--- src/rtl/pcie_irq_pkg.sv ---
package pcie_irq_pkg;
    localparam int REG_W       = 32;
    localparam int SEL_W       = 4;
    localparam int NUM_INTX    = 4;
    localparam int MSI_VECS    = 32;
    localparam int MSI_IDX_W   = $clog2(MSI_VECS);
    localparam int MSI_DATA_W  = 8;

    localparam logic [SEL_W-1:0] SEL_LNK_STAT  = 4'd0;
    localparam logic [SEL_W-1:0] SEL_LNK_MASK  = 4'd1;
    localparam logic [SEL_W-1:0] SEL_AUX_STAT  = 4'd2;
    localparam logic [SEL_W-1:0] SEL_AUX_MASK  = 4'd3;
    localparam logic [SEL_W-1:0] SEL_MSI_STAT  = 4'd4;
    localparam logic [SEL_W-1:0] SEL_MSI_MASK  = 4'd5;
    localparam logic [SEL_W-1:0] SEL_MSI_DATA  = 4'd6;
    localparam logic [SEL_W-1:0] SEL_HOST_STAT = 4'd7;
    localparam logic [SEL_W-1:0] SEL_HOST_MASK = 4'd8;

    localparam logic [REG_W-1:0] LNK_IMPL  = 32'h07FF_FFFF;
    localparam logic [REG_W-1:0] AUX_IMPL  = 32'h0000_0FF0;
    localparam logic [REG_W-1:0] MSI_IMPL  = 32'hFFFF_FFFF;
    localparam logic [REG_W-1:0] HOST_IMPL = 32'h00FF_F0FB;

    localparam int LNK_MSI_BIT    = 24;
    localparam int LNK_UP_BASE    = 16;
    localparam int LNK_DOWN_BASE  = 20;
    localparam int AUX_PM_BIT     = 4;
    localparam int AUX_FLUSH_BIT  = 5;
    localparam int AUX_UP_BASE    = 8;
    localparam int HOST_CORE_BIT  = 16;

    typedef struct packed {
        logic [NUM_INTX-1:0] up;
        logic [NUM_INTX-1:0] down;
        logic                pm;
        logic                flush;
    } link_evt_t;

    function automatic logic [REG_W-1:0] lnk_set_vec(input link_evt_t ev, input logic msi_pend);
        logic [REG_W-1:0] v;
        v = '0;
        for (int n = 0; n < NUM_INTX; n++) begin
            v[LNK_UP_BASE + n]   = ev.up[n];
            v[LNK_DOWN_BASE + n] = ev.down[n];
        end
        v[LNK_MSI_BIT] = msi_pend;
        return v;
    endfunction

    function automatic logic [REG_W-1:0] aux_set_vec(input link_evt_t ev);
        logic [REG_W-1:0] v;
        v = '0;
        for (int n = 0; n < NUM_INTX; n++) v[AUX_UP_BASE + n] = ev.up[n];
        v[AUX_PM_BIT]    = ev.pm;
        v[AUX_FLUSH_BIT] = ev.flush;
        return v;
    endfunction
endpackage

--- src/rtl/irq_status_bank.sv ---
module irq_status_bank #(
    parameter int               WIDTH = 32,
    parameter logic [WIDTH-1:0] IMPL  = '1
) (
    input  logic             clk,
    input  logic             rst,
    input  logic [WIDTH-1:0] set_vec,
    input  logic             clr_we,
    input  logic             mask_we,
    input  logic [WIDTH-1:0] wdata,
    output logic [WIDTH-1:0] status,
    output logic [WIDTH-1:0] mask,
    output logic             active
);
    logic [WIDTH-1:0] clr_vec;

    assign clr_vec = clr_we ? wdata : '0;

    // Set is ORed after the clear, so a colliding event wins.
    always_ff @(posedge clk) begin
        if (rst) begin
            status <= '0;
            mask   <= IMPL;
        end else begin
            status <= ((status & ~clr_vec) | set_vec) & IMPL;
            if (mask_we) mask <= wdata & IMPL;
        end
    end

    assign active = |(status & ~mask);

    assert_set_wins_R10: assert property (@(posedge clk) disable iff (rst)
        (set_vec != '0) |=> ((status & $past(set_vec & IMPL)) == $past(set_vec & IMPL)));

    assert_w1c_clears_R6: assert property (@(posedge clk) disable iff (rst)
        clr_we |=> ((status & $past(wdata & ~set_vec)) == '0));

    assert_mask_reset_R1: assert property (@(posedge clk)
        $past(rst) |-> (mask == IMPL && status == '0));
endmodule

--- src/rtl/pcie_irq_aggr.sv ---
module pcie_irq_aggr
    import pcie_irq_pkg::*;
(
    input  logic                  clk,
    input  logic                  rst,
    input  logic [NUM_INTX-1:0]   intx_up,
    input  logic [NUM_INTX-1:0]   intx_down,
    input  logic                  pm_evt,
    input  logic                  flush_evt,
    input  logic                  msi_valid,
    input  logic [MSI_IDX_W-1:0]  msi_vec,
    input  logic [MSI_DATA_W-1:0] msi_data,
    input  logic                  reg_we,
    input  logic [SEL_W-1:0]      reg_sel,
    input  logic [REG_W-1:0]      reg_wdata,
    output logic [REG_W-1:0]      reg_rdata,
    output logic                  irq_o
);
    link_evt_t             evt;
    logic [REG_W-1:0]      msi_set, lnk_set, aux_set, host_set;
    logic [REG_W-1:0]      msi_stat, msi_mask, lnk_stat, lnk_mask;
    logic [REG_W-1:0]      aux_stat, aux_mask, host_stat, host_mask;
    logic                  msi_act, lnk_act, aux_act, host_act;
    logic [MSI_DATA_W-1:0] payload_q;

    assign evt      = '{up: intx_up, down: intx_down, pm: pm_evt, flush: flush_evt};
    assign msi_set  = msi_valid ? (REG_W'(1) << msi_vec) : '0;
    assign lnk_set  = lnk_set_vec(evt, msi_act);
    assign aux_set  = aux_set_vec(evt);
    assign host_set = (lnk_act | aux_act) ? (REG_W'(1) << HOST_CORE_BIT) : '0;

    irq_status_bank #(.WIDTH(REG_W), .IMPL(MSI_IMPL)) u_msi (
        .clk(clk), .rst(rst), .set_vec(msi_set),
        .clr_we(reg_we && reg_sel == SEL_MSI_STAT),
        .mask_we(reg_we && reg_sel == SEL_MSI_MASK),
        .wdata(reg_wdata), .status(msi_stat), .mask(msi_mask), .active(msi_act));

    irq_status_bank #(.WIDTH(REG_W), .IMPL(LNK_IMPL)) u_lnk (
        .clk(clk), .rst(rst), .set_vec(lnk_set),
        .clr_we(reg_we && reg_sel == SEL_LNK_STAT),
        .mask_we(reg_we && reg_sel == SEL_LNK_MASK),
        .wdata(reg_wdata), .status(lnk_stat), .mask(lnk_mask), .active(lnk_act));

    irq_status_bank #(.WIDTH(REG_W), .IMPL(AUX_IMPL)) u_aux (
        .clk(clk), .rst(rst), .set_vec(aux_set),
        .clr_we(reg_we && reg_sel == SEL_AUX_STAT),
        .mask_we(reg_we && reg_sel == SEL_AUX_MASK),
        .wdata(reg_wdata), .status(aux_stat), .mask(aux_mask), .active(aux_act));

    irq_status_bank #(.WIDTH(REG_W), .IMPL(HOST_IMPL)) u_host (
        .clk(clk), .rst(rst), .set_vec(host_set),
        .clr_we(reg_we && reg_sel == SEL_HOST_STAT),
        .mask_we(reg_we && reg_sel == SEL_HOST_MASK),
        .wdata(reg_wdata), .status(host_stat), .mask(host_mask), .active(host_act));

    always_ff @(posedge clk) begin
        if (rst)            payload_q <= '0;
        else if (msi_valid) payload_q <= msi_data;
    end

    always_comb begin
        case (reg_sel)
            SEL_LNK_STAT:  reg_rdata = lnk_stat;
            SEL_LNK_MASK:  reg_rdata = lnk_mask;
            SEL_AUX_STAT:  reg_rdata = aux_stat;
            SEL_AUX_MASK:  reg_rdata = aux_mask;
            SEL_MSI_STAT:  reg_rdata = msi_stat;
            SEL_MSI_MASK:  reg_rdata = msi_mask;
            SEL_MSI_DATA:  reg_rdata = REG_W'(payload_q);
            SEL_HOST_STAT: reg_rdata = host_stat;
            SEL_HOST_MASK: reg_rdata = host_mask;
            default:       reg_rdata = '0;
        endcase
    end

    assign irq_o = host_act;

    assert_msi_arrival_R4: assert property (@(posedge clk) disable iff (rst)
        msi_valid |=> (msi_stat[$past(msi_vec)] && payload_q == $past(msi_data)));

    assert_msi_summary_R5: assert property (@(posedge clk) disable iff (rst)
        (|(msi_stat & ~msi_mask)) |=> lnk_stat[LNK_MSI_BIT]);

    assert_core_summary_R8: assert property (@(posedge clk) disable iff (rst)
        ((|(lnk_stat & ~lnk_mask)) || (|(aux_stat & ~aux_mask))) |=> host_stat[HOST_CORE_BIT]);

    assert_irq_quiet_after_reset_R1: assert property (@(posedge clk)
        $past(rst) |-> !irq_o);
endmodule

--- config.mk ---
export PLATFORM = sky130hd
export DESIGN_NAME = pcie_irq_aggr
export DESIGN_NICKNAME = d
export VERILOG_FILES = /design/src/rtl/pcie_irq_pkg.sv /design/src/rtl/irq_status_bank.sv /design/src/rtl/pcie_irq_aggr.sv
export SDC_FILE = /design/constraint.sdc
export NUM_CORES = 1
export LEC_CHECK = 0
export BUFFER_PORTS_ARGS = -buffer_cell sky130_fd_sc_hd__buf_2
export CAP_MARGIN = 40
export CORE_UTILIZATION = 55
export CTS_CLUSTER_SIZE = 24
export DETAILED_ROUTE_END_ITERATION = 6
export PLACE_DENSITY_LB_ADDON = 0.1
export SYNTH_ARGS = -nofsm -noshare
export SYNTH_HDL_FRONTEND = slang
export SYNTH_SLANG_ARGS = --single-unit
--- constraint.sdc ---
create_clock -name clk -period 1.68 [get_ports clk]
set_clock_uncertainty 0.1 [all_clocks]
set_input_delay 0.084 -clock clk [delete_from_list [all_inputs] [get_ports clk]]
set_output_delay 0.084 -clock clk [all_outputs]
set_load 0.05 [all_outputs]
==> implementation parameters, run 1 <==
Parameter                              Value

Status
  Run status    finished, violations left
  Violated checks    design-rule violations, negative setup slack

Drt
  Initial drt markers    1,316
  Number of iterations in the first detailed-routing pass    7
  Remaining number of nets flagged by the antenna check after routing    0
  Routed vias    8,978
  DRC viols    12
  Average wire per cell in the routed design    22.6 um
  Routed wire length    31,800 um
  Vias per cell    6.39

Layout
  Cell area after layout    0.0114 sq mm
  Share of layout cells above drive strength 1    24.2%
  Number of nets in the finished design    1,272
  Final antenna diode count    0
  FILL cells    1,027
  Synth-to-Final Area Change    35.9%

Synthesis
  Summed instance area of the synthesized netlist    0.00839 sq mm
  Avg Inst Size Synth    8.18 sq um
  Number of standard cells after synthesis    1,026
  Count leader, synth    sky130_fd_sc_hd__dfxtp_1
  Part of the Yosys area used for sequential elements    43.0%
  Warnings from Yosys    0
  Largest cells by area after synthesis    sky130_fd_sc_hd__dfxtp_1 (43%), sky130_fd_sc_hd__nand2_1 (7.8%), sky130_fd_sc_hd__nand3b_1 (6.7%), sky130_fd_sc_hd__nand2b_1 (4.4%), sky130_fd_sc_hd__a21oi_1 (3.6%)
  Async SR Flop Fraction    0%
  Most instantiated cells after synthesis    sky130_fd_sc_hd__dfxtp_1 (180), sky130_fd_sc_hd__nand2_1 (175), sky130_fd_sc_hd__nor2_1 (79)
  Commonest register cell after synthesis    sky130_fd_sc_hd__dfxtp_1
  Number of flops mapped to enable cells by yosys    0
  Count of unique library cells instantiated by Yosys    48
  FF+latch count, synth    180
  Post-synth net total    1,089
  Share of the synthesized area in the top cell type    43.0%
  Top cell type by total area after synthesis    sky130_fd_sc_hd__dfxtp_1

Critical path
  Cells traversed along the worst timing path    mux2_4 > a32o_1 > a221oi_2 > nand3_2 > buf_8
  Data arrival time of the critical path    1.78 ns
  Type of the setup path with the least slack    reg -> out
  Req. time, crit path    1.50 ns
  Worst Path Max Fanout    2
  Startpoint type of the worst setup path    register
  Flop-to-flop setup slack    0.21 ns
  Crit path capture type    primary output
  Origin of the worst setup path    payload_q[4]
  CP max-delay cell    sky130_fd_sc_hd__dfxtp_4
  Worst r2r src    u_msi.mask[14]
  Slowest cell delay on critical path    0.36 ns
  Number of cells on the worst reg-to-reg path    4
  R2R Path End    u_lnk.status[24]

Floorplanning
  IO Pins    96
  Number of core rows    44
  Overall die height    126 um
  Starting Density    57.1%
  Die outline width    126 um
  Area enclosed by the die boundary    0.0158 sq mm
  Total core area    0.0147 sq mm

Hold path
  Origin of the worst min-delay path    msi_vec[2]
  Min-Delay Endpoint    u_msi.status[18]
  Hold Path Stages    4
  Class of the most critical hold timing path    in -> reg

Power
  Pwr Total    0.0100 W
  Worst IR Drop VDD    786 uV
  P_leak    4.82 nW
  Pwr/cell area    880 mW/mm^2

Place
  Count of buffers inserted at the top-level ports    95
  GP Congestion    0.948
  Detail Placement HPWL    20,900 um
  Instance area after placement    0.00967 sq mm

STA
  Crit share post-route    117%
  Total Negative Setup Slacks    -1.31 ns
  Worst hold margin    0.0196 ns
  Max_slew headroom    55.7%
  Setup violators final    16
  Final slew viol count    0
  Minimum period implied by the final worst setup slack    1.96 ns
  Worst path setup slack after routing    -0.283 ns
  Worst Tran Pin Value    0.660 ns
  Final hold violations    0
  Setup repair after global routing missed its margin    true
  Highest achievable clock rate    509 MHz

Run
  Max-Cap Viols    0

CTS
  Number of buffers created by CTS    17
  CTS tree    done
  CTS sink count    180
  Max Root-Sink Buffers    2
  Root Driver    sky130_fd_sc_hd__clkbuf_16
  Worst-Skew Late Latency    0.44 ns
  H-Tree Level Count    4
  Clock transition time at the flip-flop clock pins of the worst setup and hold paths    0.07 ns

Global route
  Wire length of the first global-routing pass    46,800 um
  Maximum number of pins on one net before global-route repair    64
  Residual overflow from global routing    0
  Global-route usage over all layers    39.0%
  Number of global-route vias before repair    8,352
  Antenna violations before repair    0
[worst max-delay path: cells and delay by family, from the launching register on]
| kind | cells | cell delay (ns) |
|---|---|---|
| AOI/OAI and AO/OA | 2 | 0.44 |
| buffers and inverters | 1 | 0.17 |
| DFF | 1 | 0.36 |
| muxes | 1 | 0.27 |
| and+or+nand+nor | 1 | 0.11 |
[cell usage in the layout, fill, tap and decap left out, types with 7 or more instances in the layout]
master	synthesis	layout
sky130_fd_sc_hd__a22oi_1	33	28
sky130_fd_sc_hd__buf_6	3	20
sky130_fd_sc_hd__nand2_1	175	175
sky130_fd_sc_hd__nand3b_1	75	75
sky130_fd_sc_hd__buf_2	25	59
sky130_fd_sc_hd__a211o_1	11	11
sky130_fd_sc_hd__o2111ai_1	11	9
sky130_fd_sc_hd__a211oi_1	14	14
sky130_fd_sc_hd__a222oi_1	30	30
sky130_fd_sc_hd__a21oi_1	61	57
sky130_fd_sc_hd__mux2i_1	12	12
sky130_fd_sc_hd__nand2b_1	59	53
sky130_fd_sc_hd__nor2_1	79	79
sky130_fd_sc_hd__nand3_1	38	28
sky130_fd_sc_hd__dfxtp_1	180	151
sky130_fd_sc_hd__dfxtp_2	0	25
sky130_fd_sc_hd__o22ai_1	18	18
sky130_fd_sc_hd__buf_4	11	72
sky130_fd_sc_hd__inv_1	61	61
sky130_fd_sc_hd__dlygate4sd3_1	0	59
sky130_fd_sc_hd__a31oi_1	26	24
sky130_fd_sc_hd__clkbuf_16	0	21
sky130_fd_sc_hd__buf_12	0	20
sky130_fd_sc_hd__nand3_2	0	10
sky130_fd_sc_hd__nor2b_1	7	7
[sequential cells by signal, indices dropped and copies added (netlist names)]
signal	cells
u_msi.mask	32
u_msi.status	32
u_lnk.mask	27
u_lnk.status	27
u_host.mask	19
u_host.status	19
payload_q	8
u_aux.mask	8
u_aux.status	8
[repair_timing]
| item | CTS | global route |
|---|---|---|
| gates resized for setup | 69 | 52 |
| setup buffers | 2 | 10 |
| endpoints found under the hold margin | 163 | 0 |
| pin swaps | 19 | 30 |
| hold buffers | 59 | 0 |
| setup endpoints to repair | 32 | 38 |
| gates cloned | 0 | 4 |
[metrics by stage]
step	worst slack [ns]	instances	utilization [%]
CTS	-0.280	1392	75.3
global route	-0.305	1406	77.6
detailed placement	-0.117	1299	65.8
global placement	-0.0984	1299	65.8
finish	-0.283	1406	77.6
floorplan	0.000662	1026	-
[kinds of logic (layout without fill, tap and decap cells)]
family	after synthesis	after routing	share of synthesized area, %
DFF	180	180	43.0
and+or+nand+nor	461	461	28.3
muxes	17	17	2.10
AOI/OAI and AO/OA	227	227	19.2
buffers and inverters	141	337	7.44
[report_power, final]
| group | switching, W | internal, W |
|---|---|---|
| clock network | 0.00179 | 0.00235 |
| logic | 0.000820 | 0.000612 |
| registers | 0.0000944 | 0.00436 |
[worst max-delay path by stage]
stage	to	slack, ns	cells past startpoint
2_1_floorplan	reg_rdata[1]	0.0007	6
4_1_cts	reg_rdata[4]	-0.28	5
3_5_place_dp	reg_rdata[4]	-0.12	7
5_1_grt	reg_rdata[4]	-0.30	5
3_3_place_gp	reg_rdata[4]	-0.1	7
6_report	reg_rdata[4]	-0.28	5
[per-layer routing]
metal	part of all wire [%]	wire length [um]	global-route usage, %
met5	0	0	0
met3	10	3300	6.63
met4	6.9	2180	21.4
met2	45	14300	62.9
met1	38	12000	49.5
[area by class of cell]
class	count	area [sq um]	area share [%]
Tap cell	184	230	2.02
Inverter	61	229	2.01
Timing Repair Buffer	244	2260	19.8
Multi-Input combinational cell	705	4430	38.9
Clock inverter	15	179	1.57
Sequential cell	180	3650	32.0
Clock buffer	17	425	3.73
(Power assumes the default switching activity.)
==> run 2: changes to the inputs <==
--- a/config.mk
+++ b/config.mk
@@ -7,7 +7,7 @@
 export LEC_CHECK = 0
 export BUFFER_PORTS_ARGS = -buffer_cell sky130_fd_sc_hd__buf_2
 export CAP_MARGIN = 40
-export CORE_UTILIZATION = 55
+export CORE_UTILIZATION = 40
 export CTS_CLUSTER_SIZE = 24
 export DETAILED_ROUTE_END_ITERATION = 6
 export PLACE_DENSITY_LB_ADDON = 0.1
==> constraint.sdc (replaced) <==
create_clock -name clk -period 1.68 [get_ports clk]
set_clock_uncertainty 0.1 [all_clocks]
set_input_delay 0.168 -clock clk [delete_from_list [all_inputs] [get_ports clk]]
set_output_delay 0.168 -clock clk [all_outputs]
set_load 0.05 [all_outputs]
==> run 2 against run 1 <==
Net effect: the run ends with negative setup slack left; routed wire length is 6.5% higher; first-iteration DRC count is 33% lower; count of clock-buffer cells in the layout is 2 higher; global-route usage is 8.2 points lower; sequential power hardly changed; utilization is 19 points lower; cell area is 5.4% higher; non-clock buffer count is 30 higher; cell count is 8.3% higher; sequential cell count stayed put; sequential share of layout area is 1.7 points lower; largest power group unchanged.
==> implementation parameters, run 2 (synthesis results as in run 1) <==
Parameter                              Value

CTS
  CTS sink count    180 (unchanged)
  Number of buffers created by CTS    17 (unchanged)
  H-Tree Level Count    4 (unchanged)
  CTS tree    done (unchanged)
  Worst-Skew Late Latency    0.44 ns (about the same)
  Root Driver    sky130_fd_sc_hd__clkbuf_16 (unchanged)
  Max Root-Sink Buffers    2 (unchanged)
  Clock transition time at the flip-flop clock pins of the worst setup and hold paths    0.07 ns (about the same)

STA
  Max_slew headroom    60.9% (was 55.7%)
  Setup repair after global routing missed its margin    true (unchanged)
  Setup violators final    33 (was 16)
  Final slew viol count    0 (unchanged)
  Highest achievable clock rate    483 MHz (was 509 MHz)
  Worst path setup slack after routing    -0.389 ns (was -0.283 ns)
  Minimum period implied by the final worst setup slack    2.07 ns (was 1.96 ns)
  Final hold violations    0 (unchanged)
  Crit share post-route    123% (was 117%)
  Worst Tran Pin Value    0.581 ns (was 0.660 ns)

Critical path
  Startpoint type of the worst setup path    register (unchanged)
  Worst Path Max Fanout    2 (unchanged)
  Data arrival time of the critical path    1.80 ns (was 1.78 ns)
  Crit path capture type    primary output (unchanged)
  Req. time, crit path    1.41 ns (was 1.50 ns)
  Type of the setup path with the least slack    reg -> out (unchanged)

Layout
  Storage element area    0.00365 sq mm (about the same)
  Area used by multi-input combinational logic    0.00454 sq mm (was 0.00443 sq mm)
  Most common library cell in the layout ignoring fill and taps    sky130_fd_sc_hd__nand2_1 (unchanged)
  Final antenna diode count    0 (unchanged)
  Number of nets in the finished design    1,302 (was 1,272)
  Top flop regs    u_msi.mask (32), u_msi.status (32) (unchanged)
  Share of layout cells above drive strength 1    28.4% (was 24.2%)
  End-of-flow core utilization    58.8% (was 77.6%)
  Synth-to-Final Area Change    43.3% (was 35.9%)
  FILL cells    1,867 (was 1,027)
  Highest-count cells in the layout ignoring fill and taps    sky130_fd_sc_hd__nand2_1 (164), sky130_fd_sc_hd__dfxtp_1 (155), sky130_fd_sc_hd__buf_4 (84) (was sky130_fd_sc_hd__nand2_1 (175), sky130_fd_sc_hd__dfxtp_1 (151), sky130_fd_sc_hd__nor2_1 (79))

Global route
  Antenna violations before repair    0 (unchanged)
  Global-route usage over all layers    30.8% (was 39.0%)
  Number of global-route vias before repair    8,117 (was 8,352)
  Residual overflow from global routing    0 (unchanged)
  Maximum number of pins on one net before global-route repair    48 (was 64)
  Wire length of the first global-routing pass    49,300 um (was 46,800 um)

Floorplanning
  Total core area    0.0204 sq mm (was 0.0147 sq mm)
  IO Pins    96 (unchanged)
  Area enclosed by the die boundary    0.0216 sq mm (was 0.0158 sq mm)
  Number of core rows    52 (was 44)
  Starting Density    41.1% (was 57.1%)
  Overall die height    147 um (was 126 um)
  Die outline width    147 um (was 126 um)

Drt
  DRC viols    0 (was 12)
  Remaining number of nets flagged by the antenna check after routing    0 (unchanged)
  Vias per cell    5.69 (was 6.39)
  Initial drt markers    886 (was 1,316)
  Number of iterations in the first detailed-routing pass    7 (unchanged)
  Average wire per cell in the routed design    22.2 um (was 22.6 um)
  Routed vias    8,657 (was 8,978)
  Routed wire length    33,800 um (was 31,800 um)

Status
  Run status    finished, violations left (unchanged)
  Violated checks    negative setup slack (was design-rule violations, negative setup slack)

Place
  Worst-case setup slack after placement    -0.246 ns (was -0.117 ns)
  GP Congestion    0.890 (was 0.948)
  Detail Placement HPWL    23,700 um (was 20,900 um)
  Count of buffers inserted at the top-level ports    95 (unchanged)

Power
  P_leak    5.07 nW (was 4.82 nW)
  Worst IR Drop VDD    717 uV (was 786 uV)
  Pwr/cell area    816 mW/mm^2 (was 880 mW/mm^2)

Hold path
  Class of the most critical hold timing path    in -> reg (unchanged)

Run
  Max-Cap Viols    0 (unchanged)
run 2: per-stage QoR:
step	setup TNS, ns	cell area, sq um	hold WS [ns]	total power, W	cells
2_1_floorplan	-0.0521	8590	0.156	0.00523	1026
5_1_grt	-6.09	12000	0.0395	0.0101	1522
6_report	-4.53	12000	0.0284	0.00981	1522
3_3_place_gp	-18.73	9970	0.275	0.00577	1406
3_5_place_dp	-20.59	9970	0.284	0.00578	1406
4_1_cts	-3.79	11600	0.00311	0.00977	1499
run 2: metal layers:
layer / global-route usage [%] / wire length, um
met4: 12.8 / 1110
met2: 50.6 / 16000
met5: 0 / 0
met3: 6.15 / 2340
met1: 39.4 / 14400
run 2: where the power goes:
| group | switching [W] | leakage (nW) | internal, W |
|---|---|---|---|
| combinational | 0.000857 | 3.34 | 0.000699 |
| sequential | 0.0000932 | 1.46 | 0.00436 |
| clock | 0.00182 | 0.267 | 0.00199 |
run 2: repair_timing:
| action | in CTS | in global routing |
|---|---|---|
| pin swaps | 32 | 52 |
| cloned | 3 | 3 |
| resized for setup | 143 | 56 |
| endpoints found under the hold margin | 125 | 1 |
| endpoints found under the setup margin | 33 | 33 |
| hold buffers | 49 | 1 |
| setup buffers | 10 | 28 |
run 2: worst max-delay path, cell delays in order, from the launching register on:
cell	delay (ns)
sky130_fd_sc_hd__dfxtp_2	0.33
sky130_fd_sc_hd__mux2_4	0.27
sky130_fd_sc_hd__a32o_2	0.26
sky130_fd_sc_hd__a221oi_2	0.22
sky130_fd_sc_hd__nand3_2	0.12
sky130_fd_sc_hd__buf_8	0.17
run 2: layout make-up:
| type | instances | share of cell area, % |
|---|---|---|
| inverters | 61 | 1.93 |
| repair buffers | 274 | 22.6 |
| flip-flops and latches | 180 | 30.3 |
| well taps | 270 | 2.81 |
| multi-input cells | 705 | 37.8 |
| clock buffers | 19 | 3.77 |
| clock inverters | 13 | 0.822 |
run 2: worst paths after layout:
check	from	endpoint	slack [ns]	depth (start not counted)
max	u_aux.status[4]	reg_rdata[4]	-0.39	5
min	rst	u_aux.status[8]	0.03	2
max reg2reg	u_aux.status[11]	u_host.status[16]	0.14	5
min reg2reg	u_lnk.status[7]	u_lnk.status[7]	0.36	2
==> run 3: changes to the inputs <==
--- a/config.mk
+++ b/config.mk
@@ -7,7 +7,10 @@
 export LEC_CHECK = 0
 export BUFFER_PORTS_ARGS = -buffer_cell sky130_fd_sc_hd__buf_2
 export CAP_MARGIN = 40
-export CORE_UTILIZATION = 40
+export CELL_PAD_IN_SITES_DETAIL_PLACEMENT = 1
+export CELL_PAD_IN_SITES_GLOBAL_PLACEMENT = 2
+export CORE_UTILIZATION = 36
+export CTS_BUF_LIST = sky130_fd_sc_hd__clkbuf_4
 export CTS_CLUSTER_SIZE = 24
 export DETAILED_ROUTE_END_ITERATION = 6
 export PLACE_DENSITY_LB_ADDON = 0.1
==> run 3 against run 2 <==
Net effect: the run ends with design-rule violations, negative setup slack left; clock power is 36% lower; hold slack better by 0.0060 ns; via count increased by 1.8%; sequential share of layout area increased by 1.0 points; routed wire length grew 9.6%; cell area is 2.3% lower; combinational power hardly changed; register-to-register slack improved by 0.02 ns; sequential cell count is the same; maximum frequency down 9.3%; critical endpoint unchanged; largest power group unchanged.
==> implementation parameters, run 3 (synthesis results as in run 1) <==
Parameter                              Value

Critical path
  Type of the setup path with the least slack    reg -> out (unchanged)
  Slowest cell delay on critical path    0.40 ns (was 0.33 ns)
  Startpoint type of the worst setup path    register (unchanged)
  R2R Path End    u_lnk.status[24] (was u_host.status[16])
  Cell class contributing the biggest share of worst-path delay    compound AO/OA/AOI/OAI gates (unchanged)
  Data arrival time of the critical path    2.01 ns (was 1.80 ns)
  Flop-to-flop setup slack    0.16 ns (was 0.14 ns)
  Number of cells on the worst reg-to-reg path    4 (was 5)
  Crit path capture type    primary output (unchanged)
  Buffer and inverter count on the worst path    1 (unchanged)
  Cells traversed along the worst timing path    mux2_4 > a32o_2 > a221oi_2 > nand3_2 > buf_6 (was mux2_4 > a32o_2 > a221oi_2 > nand3_2 > buf_8)
  Worst Path Max Fanout    2 (unchanged)
  Worst r2r src    u_msi.mask[26] (was u_aux.status[11])
  Req. time, crit path    1.41 ns (about the same)
  CP max-delay cell    sky130_fd_sc_hd__dfxtp_4 (was sky130_fd_sc_hd__dfxtp_2)

Layout
  Top flop regs    u_msi.mask (32), u_msi.status (32) (unchanged)
  Highest-count cells in the layout ignoring fill and taps    sky130_fd_sc_hd__nand2_1 (163), sky130_fd_sc_hd__dfxtp_1 (129), sky130_fd_sc_hd__buf_4 (98) (was sky130_fd_sc_hd__nand2_1 (164), sky130_fd_sc_hd__dfxtp_1 (155), sky130_fd_sc_hd__buf_4 (84))
  Most common library cell in the layout ignoring fill and taps    sky130_fd_sc_hd__nand2_1 (unchanged)
  Share of layout cells above drive strength 1    29.6% (was 28.4%)
  Number of nets in the finished design    1,318 (was 1,302)
  Synth-to-Final Area Change    40.0% (was 43.3%)

STA
  Setup repair after global routing missed its margin    true (unchanged)
  Worst hold margin    0.0344 ns (was 0.0284 ns)
  Total Negative Setup Slacks    -8.15 ns (was -4.53 ns)
  Worst path setup slack after routing    -0.603 ns (was -0.389 ns)
  Worst Tran Pin Value    0.566 ns (was 0.581 ns)
  Final slew viol count    0 (unchanged)
  Crit share post-route    136% (was 123%)
  Final hold violations    0 (unchanged)
  Highest achievable clock rate    438 MHz (was 483 MHz)
  Max_slew headroom    62.1% (was 60.9%)
  Minimum period implied by the final worst setup slack    2.28 ns (was 2.07 ns)
  Setup violators final    33 (unchanged)

CTS
  Root Driver    sky130_fd_sc_hd__clkbuf_4 (was sky130_fd_sc_hd__clkbuf_16)
  CTS sink count    180 (unchanged)
  Max Root-Sink Buffers    2 (unchanged)
  CTS tree    done (unchanged)
  Worst-Skew Late Latency    0.62 ns (was 0.44 ns)
  H-Tree Level Count    4 (unchanged)
  Number of buffers created by CTS    17 (unchanged)
  Clock transition time at the flip-flop clock pins of the worst setup and hold paths    0.17 ns (was 0.07 ns)

Floorplanning
  Starting Density    36.8% (was 41.1%)
  Die outline width    155 um (was 147 um)
  Total core area    0.0228 sq mm (was 0.0204 sq mm)
  IO Pins    96 (unchanged)
  Number of core rows    55 (was 52)
  Area enclosed by the die boundary    0.0239 sq mm (was 0.0216 sq mm)
  Overall die height    155 um (was 147 um)

Drt
  Routed wire length    37,100 um (was 33,800 um)
  Vias per cell    5.57 (was 5.69)
  Remaining number of nets flagged by the antenna check after routing    0 (unchanged)
  DRC viols    5 (was 0)
  Number of iterations in the first detailed-routing pass    7 (unchanged)
  Initial drt markers    663 (was 886)
  Average wire per cell in the routed design    23.4 um (was 22.2 um)
  Routed vias    8,815 (was 8,657)

Power
  Pwr/cell area    719 mW/mm^2 (was 816 mW/mm^2)
  Internal power consumption    0.00571 W (was 0.00705 W)
  Worst IR Drop VDD    326 uV (was 717 uV)
  Part of the power in combinational logic    18.5% (was 15.8%)
  Net Sw Power    0.00274 W (was 0.00277 W)
  Part of the total power dissipated in sequential elements    52.8% (was 45.4%)
  P_leak    4.88 nW (was 5.07 nW)
  Switching power share of the total    32.4% (was 28.2%)
  Part of the power in the clock network    28.6% (was 38.8%)

Global route
  Residual overflow from global routing    0 (unchanged)
  Wire length of the first global-routing pass    56,300 um (was 49,300 um)
  Global-route usage over all layers    31.7% (was 30.8%)
  Antenna violations before repair    1 (was 0)
  Number of global-route vias before repair    8,910 (was 8,117)
  Maximum number of pins on one net before global-route repair    43 (was 48)

Hold path
  Origin of the worst min-delay path    reg_we (was rst)
  Min-Delay Endpoint    u_msi.status[12] (was u_aux.status[8])
  Hold Path Stages    5 (was 2)
  Class of the most critical hold timing path    in -> reg (unchanged)

Place
  GP Congestion    0.911 (was 0.890)
  Detail Placement HPWL    26,300 um (was 23,700 um)
  Count of buffers inserted at the top-level ports    95 (unchanged)

Status
  Run status    finished, violations left (unchanged)
  Violated checks    design-rule violations, negative setup slack (was negative setup slack)

Run
  Max-Cap Viols    0 (unchanged)
run 3: cell types whose count changed in the layout (fill, tap and decap cells not counted), sizes merged, moves of 2 or more:
cell         delta
inv             +2
clkbuf          -4
dlygate4sd3    +25
buf             -7
clkinv          -2
run 3: timing repair:
action	in CTS	in global routing
hold endpoints to repair	180	0
resized for setup	138	20
setup buffers	16	5
setup endpoints to repair	33	34
pin swaps	38	26
hold buffers	75	0
gates cloned	2	0
run 3: worst max-delay path by stage:
stage / startpoint / endpoint / slack, ns / cells after the start
finish: payload_q[4] / reg_rdata[4] / -0.60 / 5
global route: payload_q[4] / reg_rdata[4] / -0.68 / 5
CTS: payload_q[4] / reg_rdata[4] / -0.63 / 5
detailed placement: reg_sel[1] / reg_rdata[14] / -0.33 / 7
global placement: reg_sel[1] / reg_rdata[14] / -0.34 / 7
floorplan: reg_sel[3] / reg_rdata[1] / -0.05 / 6
run 3: final cells by class:
type	instances	area (sq um)
well taps	313	392
diodes	1	2.50
multi-input cells	705	4510
inverters	61	229
clock buffers	18	135
fillers	2675	11000
repair buffers	290	2680
clock inverters	14	121
flip-flops and latches	180	3680
run 3: metal layers:
layer | up-vias | share of wire (%) | global-route usage, %
met4 | 0 | 2.0 | 7.97
li1 | 4079 | - | -
met5 | - | 0 | 0
met2 | 227 | 50 | 56.0
met3 | 35 | 4.1 | 4.20
met1 | 4474 | 44 | 40.7
run 3: tightest hold or removal path, delay by kind of cell:
family	cells	cell delay, ns
buf+inv	2	0.27
simple gates	2	0.18
compound gates	1	0.06
run 3: metrics by stage:
step	instance area, sq um	power [W]	std cells	setup WS, ns	util, %
3_5_place_dp	10100	0.00581	1451	-0.334	44.2
2_1_floorplan	8590	0.00523	1026	-0.0464	-
5_1_grt	11700	0.00874	1582	-0.679	51.6
4_1_cts	11700	0.00847	1576	-0.627	51.2
3_3_place_gp	10100	0.00581	1451	-0.341	44.2
6_report	11700	0.00845	1582	-0.603	51.6
run 3: power by group through the flow:
stage	Sequential (W)	Combinational, W	Clock, W
global placement	0.00455	0.00125	0
global route	0.00447	0.00165	0.00262
detailed placement	0.00455	0.00126	0
CTS	0.00446	0.00154	0.00246
finish	0.00446	0.00157	0.00242
floorplan	0.00450	0.000731	0
